**config.mk**
```make
export PLATFORM = sky130hd
export DESIGN_NAME = cs_fetch_ctrl
export DESIGN_NICKNAME = d
export VERILOG_FILES = /design/src/rtl/cs_fetch_pkg.sv /design/src/rtl/cs_req_ctrl.sv /design/src/rtl/cs_buf2.sv /design/src/rtl/cs_fetch_ctrl.sv
export SDC_FILE = /design/constraint.sdc
export NUM_CORES = 1
export LEC_CHECK = 0
export BUFFER_PORTS_ARGS = -buffer_cell sky130_fd_sc_hd__buf_2
export CELL_PAD_IN_SITES_DETAIL_PLACEMENT = 0
export CELL_PAD_IN_SITES_GLOBAL_PLACEMENT = 2
export CORE_ASPECT_RATIO = 1.75
export CORE_MARGIN = 5
export CORE_UTILIZATION = 26
export CTS_CLUSTER_DIAMETER = 200
export DETAILED_ROUTE_END_ITERATION = 6
export GPL_TIMING_DRIVEN = 0
export PLACE_DENSITY_LB_ADDON = 0.1
export SLEW_MARGIN = 5
export SYNTH_ARGS = -nofsm -noshare
export SYNTH_HDL_FRONTEND = slang
export SYNTH_SLANG_ARGS = --single-unit
```
**constraint.sdc**
```tcl
create_clock -name clk -period 1.13 [get_ports clk]
set_clock_uncertainty 0.05 [all_clocks]
set_input_delay 0 -clock clk [delete_from_list [all_inputs] [get_ports clk]]
set_output_delay 0 -clock clk [all_outputs]
set_load 0.01 [all_outputs]
```
**src/rtl/cs_fetch_pkg.sv**
```systemverilog
package cs_fetch_pkg;
  typedef enum logic [1:0] {
    RQ_IDLE = 2'd0,
    RQ_WAIT = 2'd1,
    RQ_REST = 2'd2
  } rq_state_t;
endpackage

```
**src/rtl/cs_req_ctrl.sv**
```systemverilog
module cs_req_ctrl
  import cs_fetch_pkg::*;
(
  input  logic clk,
  input  logic rst_n,
  input  logic disp_off,
  input  logic slot_free,
  input  logic steal_n,
  output logic fetch_req_n,
  output logic capture
);
  rq_state_t state_q, state_d;

  assign capture     = (state_q == RQ_WAIT) && !steal_n;
  assign fetch_req_n = (state_q != RQ_WAIT);

  always_comb begin
    state_d = state_q;
    unique case (state_q)
      RQ_IDLE: if (!disp_off && slot_free) state_d = RQ_WAIT;
      RQ_WAIT: begin
        if (capture)       state_d = RQ_REST;
        else if (disp_off) state_d = RQ_IDLE;
      end
      RQ_REST: state_d = RQ_IDLE;
      default: state_d = RQ_IDLE;
    endcase
  end

  always_ff @(posedge clk) begin
    if (!rst_n) state_q <= RQ_IDLE;
    else        state_q <= state_d;
  end

  assert_withdraw_R3: assert property (@(posedge clk) disable iff (!rst_n)
    capture |=> fetch_req_n);
  assert_spacing_R4: assert property (@(posedge clk) disable iff (!rst_n)
    capture |=> !capture);
  assert_off_quiet_R8: assert property (@(posedge clk) disable iff (!rst_n)
    disp_off |=> fetch_req_n);
  assert_raise_gate_R2: assert property (@(posedge clk) disable iff (!rst_n)
    $fell(fetch_req_n) |-> $past(slot_free) && !$past(disp_off));
endmodule

```
**src/rtl/cs_buf2.sv**
```systemverilog
module cs_buf2 #(
  parameter int unsigned WORD_W = 16
) (
  input  logic              clk,
  input  logic              rst_n,
  input  logic              capture,
  input  logic [WORD_W-1:0] bus_word,
  output logic              slot_free,
  output logic              out_valid,
  input  logic              out_ready,
  output logic [WORD_W-1:0] out_word
);
  logic [WORD_W-1:0] land_q, chr_q;
  logic              land_full, chr_full;
  logic              move;

  assign move      = land_full && (!chr_full || out_ready);
  assign slot_free = !land_full;
  assign out_valid = chr_full;
  assign out_word  = chr_q;

  always_ff @(posedge clk) begin
    if (!rst_n) begin
      land_full <= 1'b0;
      land_q    <= '0;
    end else begin
      if (capture) begin
        land_q    <= bus_word;
        land_full <= 1'b1;
      end else if (move) begin
        land_full <= 1'b0;
      end
    end
  end

  always_ff @(posedge clk) begin
    if (!rst_n) begin
      chr_full <= 1'b0;
      chr_q    <= '0;
    end else if (move) begin
      chr_q    <= land_q;
      chr_full <= 1'b1;
    end else if (out_ready) begin
      chr_full <= 1'b0;
    end
  end

  assert_no_overwrite_R6: assert property (@(posedge clk) disable iff (!rst_n)
    capture |-> !land_full);
  assert_stage_order_R6: assert property (@(posedge clk) disable iff (!rst_n)
    (out_valid && out_ready && !land_full) |=> !out_valid);
  assert_hold_R7: assert property (@(posedge clk) disable iff (!rst_n)
    (out_valid && !out_ready) |=> (out_valid && $stable(out_word)));
endmodule

```
**src/rtl/cs_fetch_ctrl.sv**
```systemverilog
module cs_fetch_ctrl #(
  parameter int unsigned WORD_W = 16
) (
  input  logic              clk,
  input  logic              rst_n,
  input  logic              disp_off,
  output logic              fetch_req_n,
  input  logic              steal_n,
  input  logic [WORD_W-1:0] bus_word,
  output logic              chr_valid,
  input  logic              chr_ready,
  output logic [WORD_W-1:0] chr_word,
  output logic              blank,
  output logic              in_process
);
  logic capture;
  logic slot_free;

  cs_req_ctrl u_req (
    .clk         (clk),
    .rst_n       (rst_n),
    .disp_off    (disp_off),
    .slot_free   (slot_free),
    .steal_n     (steal_n),
    .fetch_req_n (fetch_req_n),
    .capture     (capture)
  );

  cs_buf2 #(.WORD_W(WORD_W)) u_buf (
    .clk       (clk),
    .rst_n     (rst_n),
    .capture   (capture),
    .bus_word  (bus_word),
    .slot_free (slot_free),
    .out_valid (chr_valid),
    .out_ready (chr_ready),
    .out_word  (chr_word)
  );

  assign blank      = disp_off;
  assign in_process = disp_off;

  assert_reset_quiet_R1: assert property (@(posedge clk)
    !rst_n |=> (fetch_req_n && !chr_valid));
  assert_stray_ignored_R5: assert property (@(posedge clk) disable iff (!rst_n)
    (fetch_req_n && !steal_n && slot_free) |=> slot_free);
endmodule

```
==> out/metrics.cfg, run 1 <==
[run_status]
status = completed

[setup_path]
cpLargestDelayFamily = flip-flops
crit_buf_inv = 2
worst_path_largest_cell_delay_ps = 340
setup.worst_path.end_class = register
start_kind = register
cp_data_required_time_ps = 1300
path_cells = nor3b_4 -> buf_6 -> clkbuf_16 -> nand3_2 -> o21ai_1
crit_arrival_ps = 1280
crit_type = register to register
cp_max_fo = 7
cp_slowest_cell = dfxtp_2

[finish]
diodes = 0
finalNetCount = 233
n_fill_cell = 522
final_core_util_pct = 42.0
final_cells = 266
drive_gt1_share_pct = 40.6
area_growth_pct = 55.6

[cts]
cts.sinks = 36
cts_tree = yes
clkLatencyLatePin_ps = 280
h-tree-depth = 2
cts_made_buffers = 5
clkSlewWorstSetupHoldPaths_ps = 70
clk_path_buf_depth = 2
cts_root_buf = clkbuf_8

[global_route]
grt_max_degree = 11
antenna_found_initial = 0
grtUsageTotal_pct = 11.2
grt_pass1_wl_um = 5780
grt.overflow.total = 0
first_global_vias = 1202

[hold_path]
hold_class = input pin to register

[pwr]
p_leak_uw = 0.000968
p_total_uw = 2560
powerDensity_mw_per_mm2 = 1210
ir_worst_vdd_v = 0.000764

[sta]
rsz0062_at_grt = yes
slew_headroom_pct = 63.9
finalSetupViolations = 0
fin_crit_ps = 1120
tightest_slew_ps = 541
drv_slew = 0
fmax_ghz = 0.896
hold_viol_final = 0
period_share_pct = 98.8

[drt]
drt_iter0_markers = 18
vias = 1203
drt-pass1-iter-count = 2
wl_um = 3690
drt.antenna.violating_nets = 0
route.detailed.drc = 0
wire_per_inst_um = 13.9
viasPerCell = 4.52

[placement]
port_buffers = 39
dp_hpwl_um = 2400
dp.cells = 233
routabilityCongestion = 0.712

[die]
dieArea_mm2 = 0.00681
rows = 34
core_area_mm2 = 0.00502
io_pins = 41
initial_core_util_pct = 27.0
die_w_um = 64.6
die_y_um = 106

[yosys]
ys_warn_count = 0
yosysTopAreaCell = dfxtp_1
syn-num-nets = 161
synth_area_mm2 = 0.00136
synth_seq_cells = 36
yosys-top-cells-area = dfxtp_1, mux2i_1, nand2_1, nand3_1, o21ai_0
syn_inst = 140
yosysSeqAreaShare_pct = 53.2
avgSynthCellArea_um2 = 9.68
ys_types = 21
synth.top_cell.area_share_pct = 53.2

[run]
max_cap_viol_count = 0

repair_timing:
action | in CTS | in global routing
gates resized for setup | 6 | 36
hold endpoints to repair | 19 | 0
pin swaps | 0 | 14
hold buffers | 18 | 0
setup buffers | 5 | 2
setup endpoints to repair | 26 | 30
gates cloned | 1 | 2
kinds of logic (layout without fill, tap and decap cells):
| group | Yosys count | after routing | share of synthesized area, % |
|---|---|---|---|
| flops | 36 | 36 | 53.2 |
| mux | 16 | 16 | 11.8 |
| buf+inv | 13 | 85 | 7.20 |
| compound gates | 19 | 19 | 7.20 |
| simple gates | 56 | 56 | 20.6 |
layout make-up:
class	instances	area, um2	share of cell area [%]
Tap cell	54	67.6	3.20
Multi-Input combinational cell	91	607	28.8
Clock buffer	7	96.3	4.57
Buffer	11	88.8	4.21
Timing Repair Buffer	67	524	24.9
Sequential cell	36	724	34.4
stage by stage:
stage | hold WS, ps | setup TNS [ps] | worst slack (ps) | area, um2
2_1_floorplan | 29.3 | -243 | -24.3 | 1360
3_5_place_dp | 156 | -2950 | -186 | 1620
3_3_place_gp | 152 | -2410 | -152 | 1620
4_1_cts | 15.2 | -209 | -35.5 | 1970
5_1_grt | 23.1 | -845 | -58.1 | 2110
6_report | 27.3 | 0 | 13.8 | 2110
cell usage in the layout, fill, tap and decap left out, types with 2 or more instances in the layout:
cell type,count
buf_8,5
dlygate4sd3_1,18
buf_4,6
a21oi_1,2
dfxtp_1,33
nand3_2,14
o21ai_1,16
nand2_1,32
clkbuf_8,7
dfxtp_2,3
nand3_1,2
mux2i_1,16
clkbuf_16,2
buf_2,44
state kept, by name (all words and copies together) (netlist names):
name and cells:
u_buf.out_word 16, u_buf.land_full 1, u_buf.land_q 16, u_buf.out_valid 1, u_req.state_q 2
final timing paths:
check	startpoint	endpoint	slack, ps	cells after the start
max	u_req.state_q[1]$_SDFFE_PN0P_	u_buf.land_q[8]$_SDFFE_PN0P_	10	5
min	steal_n	u_req.state_q[0]$_SDFFE_PN0P_	30	3
max reg2reg	u_req.state_q[1]$_SDFFE_PN0P_	u_buf.land_q[8]$_SDFFE_PN0P_	10	5
min reg2reg	u_req.state_q[1]$_SDFFE_PN0P_	u_req.state_q[0]$_SDFFE_PN0P_	400	1
layer usage:
layer	vias up	part of all wire [%]	track usage, %
li1	614	-	-
met1	554	41	12.2
met2	30	53	19.9
met3	5	4.5	2.88
met4	0	2.0	4.99
met5	-	0	0
synthesized netlist by cell type:
| cell type | instances |
|---|---|
| o21ai_1 | 2 |
| dfxtp_1 | 36 |
| clkbuf_1 | 1 |
| o21a_1 | 1 |
| or2b_1 | 1 |
| nor4b_1 | 1 |
| buf_8 | 1 |
| nor3b_4 | 1 |
| nor2b_1 | 1 |
| buf_4 | 2 |
| nor2b_4 | 1 |
| nand3_1 | 16 |
| mux2i_1 | 16 |
| o21ai_0 | 14 |
| nand2b_4 | 1 |
| and2_1 | 1 |
| buf_6 | 3 |
| nand2_1 | 32 |
| buf_2 | 6 |
| a21oi_1 | 2 |
| nor2_1 | 1 |
power breakdown:
group	internal, uW	switching [uW]
sequential	1290	9.76
combinational	151	126
clock	543	434
tightest hold or removal path, stage by stage:
cell and delay, ps:
buf_2 120, a21oi_1 140, nor4b_1 60
Note: power is estimated with default switching activity, not from simulation.
==> run 2: changes to the inputs <==
--- a/config.mk
+++ b/config.mk
@@ -6,11 +6,11 @@
 export NUM_CORES = 1
 export LEC_CHECK = 0
 export BUFFER_PORTS_ARGS = -buffer_cell sky130_fd_sc_hd__buf_2
-export CELL_PAD_IN_SITES_DETAIL_PLACEMENT = 0
-export CELL_PAD_IN_SITES_GLOBAL_PLACEMENT = 2
+export CELL_PAD_IN_SITES_DETAIL_PLACEMENT = 1
+export CELL_PAD_IN_SITES_GLOBAL_PLACEMENT = 1
 export CORE_ASPECT_RATIO = 1.75
 export CORE_MARGIN = 5
-export CORE_UTILIZATION = 26
+export CORE_UTILIZATION = 37
 export CTS_CLUSTER_DIAMETER = 200
 export DETAILED_ROUTE_END_ITERATION = 6
 export GPL_TIMING_DRIVEN = 0
==> constraint.sdc (replaced) <==
create_clock -name clk -period 1.25 [get_ports clk]
set_clock_uncertainty 0.05 [all_clocks]
set_input_delay 0 -clock clk [delete_from_list [all_inputs] [get_ports clk]]
set_output_delay 0 -clock clk [all_outputs]
set_load 0.01 [all_outputs]
==> run 2 against run 1 <==
Compared with the run above: register-to-register slack better by 60 ps; via count up 1.2%; die area down 26%; critical path type unchanged.
==> out/metrics.cfg, run 2 (synthesized netlist as in run 1, its figures left out) <==
[run_status]
status = completed

[finish]
final_cells = 253
diodes = 0
final_cell_mix = buf_2, dfxtp_1, nand2_1, dlygate4sd3_1
final_core_util_pct = 53.1
finalNetCount = 228
final_area_mm2 = 0.00191
n_fill_cell = 433
drive_gt1_share_pct = 30.9
mostFrequentLayoutCell = buf_2
area_growth_pct = 40.7

[drt]
drt-pass1-iter-count = 4
drt.antenna.violating_nets = 0
route.detailed.drc = 0
wl_um = 3560
vias = 1218
wire_per_inst_um = 14.1
drt_iter0_markers = 4
viasPerCell = 4.81

[placement]
routabilityCongestion = 0.680
dp.cells = 225
dp_hpwl_um = 2440
port_buffers = 39
place_area_mm2 = 0.00161

[cts]
clkLatencyLatePin_ps = 280
cts.sinks = 36
cts_tree = yes
clk_path_buf_depth = 2
h-tree-depth = 2
clkSlewWorstSetupHoldPaths_ps = 70
cts_root_buf = clkbuf_8
cts_made_buffers = 5

[pwr]
p_total_uw = 2260
powerDensity_mw_per_mm2 = 1180
p_leak_uw = 0.000906
ir_worst_vdd_v = 0.00129

[sta]
fin_crit_ps = 1180
slew_headroom_pct = 67.4
drv_slew = 0
hold_viol_final = 0
finalSetupViolations = 0
tightest_slew_ps = 489
tns_ps = 0
fmax_ghz = 0.851
period_share_pct = 94.1

[setup_path]
start_kind = register
crit_type = register to register
cp_max_fo = 6
crit_arrival_ps = 1340
setup.worst_path.end_class = register
cp_data_required_time_ps = 1410

[global_route]
grt_max_degree = 17
antenna_found_initial = 0
grtUsageTotal_pct = 15.2
grt_pass1_wl_um = 6040
grt.overflow.total = 0
first_global_vias = 1341

[die]
dieArea_mm2 = 0.00502
rows = 29
die_w_um = 55.7
io_pins = 41
initial_core_util_pct = 37.7
die_y_um = 90.1
core_area_mm2 = 0.00359

[hold_path]
hold_class = input pin to register

[run]
max_cap_viol_count = 0

run 2: path summary, 6_finish.rpt:
| check | cells after the start | slack, ps | endpoint | from |
|---|---|---|---|---|
| hold / removal | 3 | 9 | u_buf.out_valid$_SDFFE_PN0P_ | chr_ready |
| hold reg to reg | 2 | 410 | u_buf.out_word[9]$_SDFFE_PN0P_ | u_buf.out_word[9]$_SDFFE_PN0P_ |
| setup / recovery | 5 | 70 | u_buf.land_q[12]$_SDFFE_PN0P_ | u_req.state_q[0]$_SDFFE_PN0P_ |
| setup reg to reg | 5 | 70 | u_buf.land_q[12]$_SDFFE_PN0P_ | u_req.state_q[0]$_SDFFE_PN0P_ |
run 2: cell type report:
type | count | area, um2 | area share (%)
repair buffers | 61 | 407 | 21.3
multi-input cells | 91 | 537 | 28.1
well taps | 46 | 57.6 | 3.02
flip-flops and latches | 36 | 721 | 37.8
plain buffers | 12 | 88.8 | 4.66
clock buffers | 7 | 96.3 | 5.05
run 2: worst max-delay path, cell delays in order, from the launching register on:
cell and delay [ps]:
dfxtp_1 380, nor3b_4 190, buf_4 170, buf_2 170
nand3_1 80, o21ai_0 70
run 2: what timing repair did:
item                                   in CTS  in global routing
setup endpoints to repair                  13                 24
endpoints found under the hold margin      19                  0
cloned                                      0                  2
gates resized for setup                     0                  6
hold buffers                               18                  0
setup buffers                               1                  1
run 2: routing by layer:
metal | track usage [%] | vias up | wire, um | share of wire (%)
met1 | 14.4 | 578 | 1290 | 36
met3 | 4.44 | 8 | 210 | 5.9
met2 | 29.3 | 35 | 1990 | 56
met4 | 5.68 | 0 | 78 | 2.2
met5 | 0 | - | 0 | 0
li1 | - | 597 | - | -
run 2: where the power goes:
group | leakage, uW | total, uW | internal (uW) | switching, uW
clock network | 0.0000503 | 873 | 490 | 382
registers | 0.000291 | 1180 | 1170 | 9.77
logic | 0.000565 | 208 | 112 | 95.3
run 2: through the flow:
stage / hold WS (ps) / setup slack (ps)
after floorplan: 29.3 / 54.8
after global placement: 148 / -0.830
after detailed placement: 166 / -34.2
after CTS: 0.894 / 35.5
after global routing: 4.16 / -1.41
final: 8.76 / 74.4
